<file path="src/rtl/pci_wr_burst_splitter.sv">
module pci_wr_burst_splitter #(
  parameter int ADDR_W = 32,
  parameter int LEN_W  = 16,
  parameter int CLS_W  = 8
) (
  input  logic              clk,
  input  logic              rst_n,
  input  logic              req_valid,
  output logic              req_ready,
  input  logic [ADDR_W-1:0] req_addr,
  input  logic [LEN_W-1:0]  req_len,
  input  logic [CLS_W-1:0]  req_cls,
  output logic              desc_valid,
  input  logic              desc_ready,
  output logic [3:0]        desc_cmd,
  output logic [ADDR_W-1:0] desc_addr,
  output logic [LEN_W-1:0]  desc_len,
  output logic              done
);
  localparam int LB_W = CLS_W + 2;
  localparam logic [3:0] CMD_MW  = 4'b0111;
  localparam logic [3:0] CMD_MWI = 4'b1111;

  logic              busy;
  logic [ADDR_W-1:0] cur;
  logic [LEN_W-1:0]  rem;
  logic [LB_W-1:0]   lb;
  logic              cen;
  logic              done_q;

  wire cls_pow2 = (req_cls != '0) && ((req_cls & (req_cls - 1'b1)) == '0);
  wire accept   = req_valid && req_ready;
  wire take     = busy && desc_ready;

  wire [LB_W-1:0]  mask   = lb - 1'b1;
  wire [LB_W-1:0]  off    = cur[LB_W-1:0] & mask;
  wire [LEN_W-1:0] lb_l   = LEN_W'(lb);
  wire [LEN_W-1:0] to_bnd = lb_l - LEN_W'(off);
  wire [LEN_W-1:0] whole  = rem & ~LEN_W'(mask);

  assign req_ready  = !busy;
  assign desc_valid = busy;
  assign desc_addr  = cur;
  assign done       = done_q;

  always_comb begin
    desc_cmd = CMD_MW;
    desc_len = rem;
    if (cen) begin
      if (off != '0) begin
        desc_len = (rem < to_bnd) ? rem : to_bnd;
      end else if (rem >= lb_l) begin
        desc_cmd = CMD_MWI;
        desc_len = whole;
      end
    end
  end

  always_ff @(posedge clk) begin
    if (!rst_n) begin
      busy   <= 1'b0;
      cur    <= '0;
      rem    <= '0;
      lb     <= '0;
      cen    <= 1'b0;
      done_q <= 1'b0;
    end else begin
      done_q <= 1'b0;
      if (accept) begin
        cur <= req_addr;
        rem <= req_len;
        lb  <= {req_cls, 2'b00};
        cen <= cls_pow2;
        if (req_len == '0) done_q <= 1'b1;
        else               busy   <= 1'b1;
      end else if (take) begin
        cur <= cur + ADDR_W'(desc_len);
        rem <= rem - desc_len;
        if (desc_len == rem) begin
          busy   <= 1'b0;
          done_q <= 1'b1;
        end
      end
    end
  end

  assert_mwi_shape_R4: assert property (@(posedge clk) disable iff (!rst_n)
    (desc_valid && desc_cmd == CMD_MWI) |->
      ((desc_addr[LB_W-1:0] & mask) == '0) && ((desc_len & LEN_W'(mask)) == '0) && desc_len != '0);

  assert_desc_hold_R7: assert property (@(posedge clk) disable iff (!rst_n)
    (desc_valid && !desc_ready) |=>
      (desc_valid && $stable(desc_cmd) && $stable(desc_addr) && $stable(desc_len)));

  assert_len_fits_R6: assert property (@(posedge clk) disable iff (!rst_n)
    desc_valid |-> (desc_len != '0 && desc_len <= rem));

  assert_no_req_busy_R8: assert property (@(posedge clk) disable iff (!rst_n)
    desc_valid |-> !req_ready);

  assert_done_idle_R8: assert property (@(posedge clk) disable iff (!rst_n)
    done |-> (!desc_valid && req_ready));

  assert_step_contig_R6: assert property (@(posedge clk) disable iff (!rst_n)
    (desc_valid && desc_ready && desc_len != rem) |=>
      (desc_valid && desc_addr == $past(desc_addr) + ADDR_W'($past(desc_len))));
endmodule

</file>
<file path="config.mk">
export PLATFORM = sky130hd
export DESIGN_NAME = pci_wr_burst_splitter
export DESIGN_NICKNAME = d
export VERILOG_FILES = /design/src/rtl/pci_wr_burst_splitter.sv
export SDC_FILE = /design/constraint.sdc
export NUM_CORES = 1
export LEC_CHECK = 0
export BUFFER_PORTS_ARGS = -buffer_cell sky130_fd_sc_hd__clkbuf_2
export CORE_UTILIZATION = 52
export DETAILED_ROUTE_END_ITERATION = 16
export PLACE_DENSITY = 0.88
export SETUP_SLACK_MARGIN = 0.5
export SYNTH_ARGS = -nofsm -noshare
export SYNTH_HDL_FRONTEND = slang
export SYNTH_SLANG_ARGS = --single-unit
</file>
<file path="constraint.sdc">
create_clock -name clk -period 7.1 [get_ports clk]
set_input_delay 0.71 -clock clk [delete_from_list [all_inputs] [get_ports clk]]
set_output_delay 0.71 -clock clk [all_outputs]
set_load 0.01 [all_outputs]
</file>
==> flow_summary.yaml, run 1 <==
outcome:
  status: "completed"
min_path:
  hold_class: "reg2reg"
  worstHoldStart: "desc_addr[26]$_SDFFE_PN0P_"
  holdPathEnd: "desc_addr[26]$_SDFFE_PN0P_"
  hold_depth: 2
clock_network:
  cts_hold_buf: 0
  clock-root-buffer: "clkbuf_16"
  cts_tree: "yes"
  cts.sinks: 59
  clk_pin_slew_ns: 0.06
  ctsHtreeMaxLevel: 3
  clockBufferDepth: 2
  cts_buffers: 9
  clk_latency_ns: 0.35
global_route:
  grt.overflow.total: 0
  grt_pass1_vias: 6061
  grt_pass1_wl_mm: 29.1
  grtUsageMet1: 0.393
  grt_use_met2: 0.524
  grt_max_degree: 56
  grtUsageMet3: 0.0723
  antenna_found_initial: 0
  grt_use_total: 0.316
  grt.busiest_layer: "met2"
setup_path:
  critPathArrivalTime_ns: 7.10
  worstSetupEndpointType: "flop"
  crit_path_max_fanout: 7
  rr_startpoint: "lb[2]$_SDFFE_PN0P_"
  cp_data_required_time_ns: 7.37
  rr_worst_depth: 32
  r2r_end: "desc_addr[24]$_SDFFE_PN0P_"
  critPathMaxStageDelay_ns: 0.40
  worst_setup_path_start_kind: "flop"
  slowest_stage: "a2111oi_2"
  rrSetupSlack_ns: 0.27
  critical_path_class: "reg2reg"
timing:
  clock-skew-final_ns: 0.0112
  setup_tns_ns: 0
  rsz0062_at_grt: "yes"
  post-route-period-util: 0.962
  period_needed_ns: 6.83
  finalHoldViolations: 0
  setup_violations: 0
  relSlewSlack: 0.302
  max_freq_mhz: 146
  drv_slew: 0
  max_slew.worst_pin.slew_ns: 1.05
  holdWs_ns: 0.551
drt:
  first_pass_iters: 7
  routedWlPerCell_um: 19.4
  route.vias.total: 6909
  route.detailed.drc: 0
  drtIter0Drc: 747
  drt-total-wl_mm: 20.3
  vias_per_cell: 6.62
  antenna_left: 0
synthesis:
  ys_seq_area_frac: 0.201
  synth_mux_area_frac: 0.0104
  synth-simple-area-share: 0.231
  yosys.area.top_type: "dfxtp_1"
  synth_ff_type: "dfxtp_1"
  synth_fa_ha_area_frac: 0.134
  avgSynthCellArea_um2: 7.58
  synth_area_um2: 5870
  netlist_instances: 775
  ys_ff_latch: 59
  yosysMostFrequentCell: "nand2_1"
  ys_top_cells_by_area: "dfxtp_1 20%, ha_1 13%, a21oi_1 6.2%"
  synth_top_family_by_area: "compound AO/OA/AOI/OAI gates"
  ys_types: 80
  synthArstFlopShare: 0
  synth_edf_count: 0
  synth-compound-area-share: 0.321
  yosys_warnings: 0
  yosysTopAreaCellShare: 0.201
  synth_xor_area_frac: 0.0477
  synth_common_cells: "94 x nand2_1, 73 x a21oi_1, 59 x dfxtp_1, 59 x ha_1, 50 x nor2_1"
floorplanning:
  die-width_um: 108
  die_h_um: 108
  core_um2: 10900
  initial_core_util: 0.537
  io_pins: 115
  core.rowCount: 38
  dieArea_um2: 11700
place:
  dpl.hpwl_mm: 13.1
  routabilityCongestion: 0.974
  portBuffers: 111
  post_dp_cell_area_um2: 6600
cells_and_area:
  design_area_um2: 7510
  syn2layout_area_growth_pct: 27.9
  n_antenna_cell: 0
  nets: 1019
  fill_cells: 846
  layout-drive-gt1-share: 0.285
pwr:
  p_per_area_nw_per_um2: 221
  worst_ir_drop_vdd_v: 0.000160
  p_leak_nw: 3.15
flow_run:
  drv_cap: 0
## state kept, by name (all words and copies together), names as in the netlist
register,cells
cen,1
done,1
rem,16
desc_addr,32
desc_valid,1
lb,8
## power by group
group / leakage (nW) / internal, mW / switching (mW)
Sequential: 0.486 / 0.359 / 0.0526
Clock: 0.136 / 0.274 / 0.181
Combinational: 2.53 / 0.353 / 0.441
## how the worst max path moves through the flow
stage,start,endpoint,slack [ns]
after floorplan,lb[2]$_SDFFE_PN0P_,rem[15]$_SDFFE_PN0P_,0.49
after global placement,lb[2]$_SDFFE_PN0P_,rem[15]$_SDFFE_PN0P_,0.23
after detailed placement,lb[2]$_SDFFE_PN0P_,rem[15]$_SDFFE_PN0P_,-0.04
after CTS,lb[2]$_SDFFE_PN0P_,rem[15]$_SDFFE_PN0P_,0.43
after global routing,lb[2]$_SDFFE_PN0P_,desc_addr[28]$_SDFFE_PN0P_,-0.05
final,lb[2]$_SDFFE_PN0P_,desc_addr[24]$_SDFFE_PN0P_,0.27
## cell families (layout without fill, tap and decap cells)
logic type	count (synthesis)	in the layout
mux	6	6
other cells	1	3
xor+xnor	32	32
simple gates	266	267
fa+ha+maj	62	62
compound gates	273	274
flops	59	59
buf+inv	76	200
## layout make-up
cell class | instances | area (um^2) | area share
clock inverters | 5 | 62.6 | 0.00833
clock buffers | 11 | 233 | 0.0310
multi-input cells | 644 | 4870 | 0.648
flip-flops and latches | 59 | 1180 | 0.158
repair buffers | 149 | 860 | 0.114
inverters | 35 | 131 | 0.0175
well taps | 140 | 175 | 0.0233
## worst max-delay path, delay by kind of cell, from the launching register on
kind / cells / cell delay, ns
simple gates: 8 / 1.60
xor+xnor: 1 / 0.15
flops: 1 / 0.33
fa+ha+maj: 4 / 1.15
compound gates: 15 / 3.00
buf+inv: 4 / 0.51
## metal layers
layer | vias to the layer above | wire, um
li1 | 3171 | -
met1 | 3221 | 8050
met2 | 436 | 9630
met3 | 81 | 1890
met4 | 0 | 674
met5 | - | 0
## cell usage in the layout, fill, tap and decap left out, drive strengths merged, types with 4 or more instances in the layout
cell	instances
a211o	5
a211oi	5
a21boi	7
a21o	17
a21oi	73
a221o	5
a221oi	8
a22o	6
a22oi	25
a31oi	15
and2	10
and3	11
buf	38
clkbuf	122
dfxtp	59
ha	59
inv	36
mux2i	5
nand2	94
nand2b	7
nand3	14
nand4	8
nor2	51
nor2b	8
nor3	12
nor3b	4
nor4	12
o2111ai	5
o211ai	17
o21a	17
o21ai	27
o21bai	6
o22ai	6
o311ai	5
or2	4
or3	17
or4	5
xnor2	28
xor2	4
## per-stage QoR
stage	total power, mW	std cells	utilization	setup slack, ns
2_1_floorplan	0.893	777	-	0.489
3_3_place_gp	1.05	996	0.603	0.228
3_5_place_dp	1.06	996	0.603	-0.0400
4_1_cts	1.56	1024	0.647	0.433
5_1_grt	1.73	1043	0.687	-0.0508
6_report	1.66	1043	0.687	0.271
## timing repair
item | 4_1_cts | 5_1_grt
gates resized for setup | 18 | 68
setup endpoints to repair | 32 | 36
pin swaps | 15 | 32
cloned | 0 | 2
buffers inserted | 12 | 17
No activity file was read; power rests on OpenSTA's default activity.
==> run 2, diff against run 1 <==
- PLACE_DENSITY: 0.88 -> 0.85
==> run 2 against run 1 <==
Clock skew fell by 0.0060 ns. Register-to-register slack better by 0.04 ns. Wire length fell by 1.9%. Setup slack better by 0.038 ns. First-iteration DRC count shrank 9.6%. Total power is 1.9% higher. Clock power grew 4.8%. Combinational power up 0.9%. Count of clock-buffer cells in the layout is 1 higher. Flip-flop and latch count stayed put. Sequential power is essentially flat. Critical path type unchanged. Critical endpoint is now desc_addr[28]$_SDFFE_PN0P_. Largest cell class unchanged.
==> flow_summary.yaml, run 2 (same netlist as run 1, synthesis figures left out) <==
outcome:
  status: "completed"
clock_network:
  cts_buffers: 9
  cts_tree: "yes"
  clockBufferDepth: 2
  ctsHtreeMaxLevel: 3
  cts_hold_buf: 0
  clk_latency_ns: 0.34
  clock-root-buffer: "clkbuf_16"
  cts.sinks: 59
  clk_pin_slew_ns: 0.05
timing:
  relSlewSlack: 0.321
  finalHoldViolations: 0
  holdWs_ns: 0.559
  worst_slack_ns: 0.309
  rsz0062_at_grt: "yes"
  period_needed_ns: 6.79
  drv_slew: 0
  setup_violations: 0
  clock-skew-final_ns: 0.00523
  post-route-period-util: 0.956
  max_slew.worst_pin.slew_ns: 1.02
  max_freq_mhz: 147
cells_and_area:
  syn2layout_area_growth_pct: 29.5
  nets: 1024
  layout-drive-gt1-share: 0.289
  final_common_cell: "clkbuf_2"
  largest_reg_flops: 32
  n_antenna_cell: 0
  layout_common_cells: "111 x clkbuf_2, 91 x nand2_1, 59 x a21oi_1, 57 x dfxtp_1, 46 x ha_1"
setup_path:
  critical_path_class: "reg2reg"
  rr_startpoint: "lb[3]$_SDFFE_PN0P_"
  path_common_cell: "ha_4"
  worst_setup_path_start_kind: "flop"
  critPathArrivalTime_ns: 7.05
  critPathMaxStageDelay_ns: 0.39
  crit_path_max_fanout: 6
  cp-startpoint: "lb[3]$_SDFFE_PN0P_"
  path_buf_inv: 3
  worstSetupEndpointType: "flop"
  cp_data_required_time_ns: 7.36
  crit_family: "simple AND/OR/NAND/NOR gates"
  slowest_stage: "a221o_1"
flow_run:
  drv_cap: 0
global_route:
  grt.overflow.total: 0
  grt_use_total: 0.322
  grt_pass1_wl_mm: 29.9
  antenna_found_initial: 0
  grt_max_degree: 56
  grt_pass1_vias: 6244
floorplanning:
  io_pins: 115
  die_h_um: 108
  initial_core_util: 0.537
  dieArea_um2: 11700
  core.rowCount: 38
  die-width_um: 108
  core_um2: 10900
place:
  dp_slack_ns: 0.113
  routabilityCongestion: 0.935
  portBuffers: 111
  dpl.hpwl_mm: 13.3
pwr:
  worst_ir_drop_vdd_v: 0.000188
  netSwitchingFraction: 0.385
  power_report.internal_total_mw: 1.04
  clockPowerShare: 0.282
  p_switching_mw: 0.651
  seqPwrFrac: 0.245
  p_per_area_nw_per_um2: 222
  p_total_mw: 1.69
  p_comb_frac: 0.473
  p_leak_nw: 3.20
drt:
  antenna_left: 0
  route.vias.total: 6847
  vias_per_cell: 6.55
  drt-total-wl_mm: 19.9
  first_pass_iters: 7
  routedWlPerCell_um: 19.0
  route.detailed.drc: 0
  drtIter0Drc: 675
min_path:
  worstHoldStart: "desc_addr[26]$_SDFFE_PN0P_"
  hold_class: "reg2reg"
-- run 2: tightest hold or removal path, stage by stage, from the launching register on --
cell and delay [ns]:
dfxtp_1 0.33, o211ai_1 0.09, a31oi_1 0.08
-- run 2: power by group through the flow --
stage	combinational [mW]	clock [mW]	sequential, mW
2_1_floorplan	0.490	0	0.402
3_3_place_gp	0.642	0	0.414
3_5_place_dp	0.655	0	0.415
4_1_cts	0.699	0.484	0.409
5_1_grt	0.865	0.494	0.417
6_report	0.801	0.477	0.414
-- run 2: path summary, 6_finish.rpt --
| check | endpoint | slack [ns] | depth (start not counted) |
|---|---|---|---|
| max | desc_addr[28]$_SDFFE_PN0P_ | 0.31 | 32 |
| min | desc_addr[26]$_SDFFE_PN0P_ | 0.56 | 2 |
| max reg2reg | desc_addr[28]$_SDFFE_PN0P_ | 0.31 | 32 |
| min reg2reg | desc_addr[26]$_SDFFE_PN0P_ | 0.56 | 2 |
-- run 2: metal layers --
layer,track usage,wire [um]
met3,0.0808,1770
met1,0.399,8010
met4,0.129,639
met2,0.532,9450
met5,0,0
-- run 2: final cells by class --
type                            instances  area (um^2)
Tap cell                              140          175
Clock buffer                           12          256
Timing Repair Buffer                  154          902
Multi-Input combinational cell        644         4900
Sequential cell                        59         1180
Inverter                               35          131
Fill cell                             853         3330
Clock inverter                          2         60.1
-- run 2: stage by stage --
| step | util | std cells | area, um^2 | TNS, ns |
|---|---|---|---|---|
| 2_1_floorplan | - | 777 | 5990 | 0 |
| 3_3_place_gp | 0.604 | 997 | 6610 | 0 |
| 3_5_place_dp | 0.604 | 997 | 6610 | 0 |
| 4_1_cts | 0.654 | 1024 | 7150 | 0 |
| 5_1_grt | 0.695 | 1046 | 7600 | -0.00939 |
| 6_report | 0.695 | 1046 | 7600 | 0 |
-- run 2: repair_timing --
| action | in CTS | in global routing |
|---|---|---|
| setup endpoints to repair | 22 | 37 |
| setup buffers | 13 | 20 |
| pin swaps | 21 | 44 |
| gates cloned | 0 | 2 |
| gates resized for setup | 29 | 64 |
==> run 3, diff against run 2 <==
- PLACE_DENSITY: 0.85 -> 0.79
==> run 3 against run 2 <==
Core utilization shrank 1.0 points. Final cell count is essentially flat. Count of clock-buffer cells in the layout shrank 1. Design area shrank 1.5%. First-iteration DRC count shrank 22%. Setup slack gained 0.24 ns. Clock power shrank 5.0%. Critical endpoint is now rem[15]$_SDFFE_PN0P_. Largest power group unchanged. Highest routed layer unchanged.
==> flow_summary.yaml, run 3 (same netlist as run 1, synthesis figures left out) <==
drt:
  drtIter0Drc: 526
  antenna_left: 0
  vias_per_cell: 6.32
  drt-total-wl_mm: 19.2
  routedWlPerCell_um: 18.3
  route.vias.total: 6609
  route.detailed.drc: 0
  first_pass_iters: 5
setup_path:
  rr_worst_depth: 28
  crit_family: "simple AND/OR/NAND/NOR gates"
  critical_path_class: "reg2reg"
  critPathArrivalTime_ns: 6.78
  worst_setup_path_start_kind: "flop"
  worstSetupEndpointType: "flop"
  path_buf_inv: 3
  cp_data_required_time_ns: 7.33
  path_depth: 28
  slowest_stage: "or4_4"
  critPathMaxStageDelay_ns: 0.60
  crit_path_max_fanout: 13
clock_network:
  cts.sinks: 59
  cts_tree: "yes"
  cts_buffers: 9
  clk_pin_slew_ns: 0.06
  clock-root-buffer: "clkbuf_16"
  clk_latency_ns: 0.34
  ctsHtreeMaxLevel: 3
  clockBufferDepth: 2
  cts_hold_buf: 0
timing:
  setup_violations: 0
  post-route-period-util: 0.923
  finalHoldViolations: 0
  period_needed_ns: 6.55
  max_freq_mhz: 153
  max_slew.worst_pin.slew_ns: 1.02
  relSlewSlack: 0.319
  rsz0062_at_grt: "yes"
  setup_tns_ns: 0
  drv_slew: 0
  clock-skew-final_ns: 0.00579
global_route:
  antenna_found_initial: 0
  grt.busiest_layer: "met2"
  grt_use_total: 0.321
  grt_pass1_vias: 5893
  grt.overflow.total: 0
  grt_use_met2: 0.527
  grt_max_degree: 56
  grtUsageMet1: 0.421
  grt_pass1_wl_mm: 29.5
  grtUsageMet3: 0.0663
cells_and_area:
  layout_common_cells: "111 x clkbuf_2, 92 x nand2_1, 60 x a21oi_1, 57 x dfxtp_1, 46 x ha_1"
  n_antenna_cell: 0
  syn2layout_area_growth_pct: 27.6
  layout-drive-gt1-share: 0.278
  nets: 1021
  design_area_um2: 7490
  final_common_cell: "clkbuf_2"
  final_cells: 1045
  largest_reg_flops: 32
pwr:
  clockPowerShare: 0.277
  worst_ir_drop_vdd_v: 0.000122
  power_report.internal_total_mw: 0.989
  seqPwrFrac: 0.252
  p_switching_mw: 0.646
  netSwitchingFraction: 0.395
  p_leak_nw: 3.18
  p_total_mw: 1.63
  p_comb_frac: 0.471
  p_per_area_nw_per_um2: 218
min_path:
  hold_class: "reg2reg"
  hold_depth: 2
floorplanning:
  initial_core_util: 0.537
  dieArea_um2: 11700
  core_um2: 10900
  die_h_um: 108
  die-width_um: 108
  io_pins: 115
  core.rowCount: 38
place:
  routabilityCongestion: 0.941
  post_dp_cell_area_um2: 6630
  portBuffers: 111
  dpl.hpwl_mm: 13.1
  dp_cells: 1000
flow_run:
  drv_cap: 0
outcome:
  status: "completed"
-- run 3: cell count changes in the layout (fill, tap and decap cells not counted), sizes merged --
cell and change:
bufinv -1, clkinv +2, clkbuf -1, clkinvlp +2, buf -3
-- run 3: timing repair --
action                     in CTS  in global routing
pin swaps                      19                 40
setup buffers                  12                 15
resized for setup              19                 57
cloned                          1                  1
setup endpoints to repair      18                 34
-- run 3: per-stage QoR --
step | setup WS [ns] | hold slack (ns) | util
3_3_place_gp | 0.461 | 0.530 | 0.606
2_1_floorplan | 0.489 | 0.478 | -
5_1_grt | 0.258 | 0.590 | 0.685
6_report | 0.547 | 0.559 | 0.685
4_1_cts | 0.510 | 0.557 | 0.651
3_5_place_dp | 0.286 | 0.543 | 0.606
-- run 3: final cells by class --
| type | instances | area [um^2] |
|---|---|---|
| well taps | 140 | 175 |
| multi-input cells | 644 | 4830 |
| flip-flops and latches | 59 | 1180 |
| repair buffers | 151 | 867 |
| inverters | 35 | 131 |
| fillers | 898 | 3440 |
| clock inverters | 5 | 62.6 |
| clock buffers | 11 | 243 |
-- run 3: routing by layer --
metal,up-vias,part of all wire
met2,319,0.47
met4,0,0.026
met3,57,0.085
met1,3062,0.42
met5,-,0
li1,3171,-
-- run 3: worst reg2reg max path, delay by kind of cell (launching register included) --
kind | cells | cell delay, ns
adders and majority gates | 3 | 0.78
DFF | 1 | 0.32
muxes | 1 | 0.30
AOI/OAI and AO/OA | 8 | 1.26
xor gates and xnor gates | 1 | 0.13
and+or+nand+nor | 12 | 3.17
buffers and inverters | 3 | 0.52
-- run 3: path summary, 6_finish.rpt --
path | endpoint | startpoint | slack, ns
worst min register to register | desc_addr[18]$_SDFFE_PN0P_ | desc_addr[18]$_SDFFE_PN0P_ | 0.56
worst max register to register | rem[15]$_SDFFE_PN0P_ | lb[2]$_SDFFE_PN0P_ | 0.55
worst min-delay path | desc_addr[18]$_SDFFE_PN0P_ | desc_addr[18]$_SDFFE_PN0P_ | 0.56
worst max-delay path | rem[15]$_SDFFE_PN0P_ | lb[2]$_SDFFE_PN0P_ | 0.55
-- run 3: power groups by stage --
stage	clock [mW]	combinational [mW]	sequential [mW]
2_1_floorplan	0	0.490	0.402
3_3_place_gp	0	0.641	0.414
3_5_place_dp	0	0.649	0.414
4_1_cts	0.453	0.694	0.408
5_1_grt	0.478	0.841	0.416
6_report	0.453	0.770	0.412
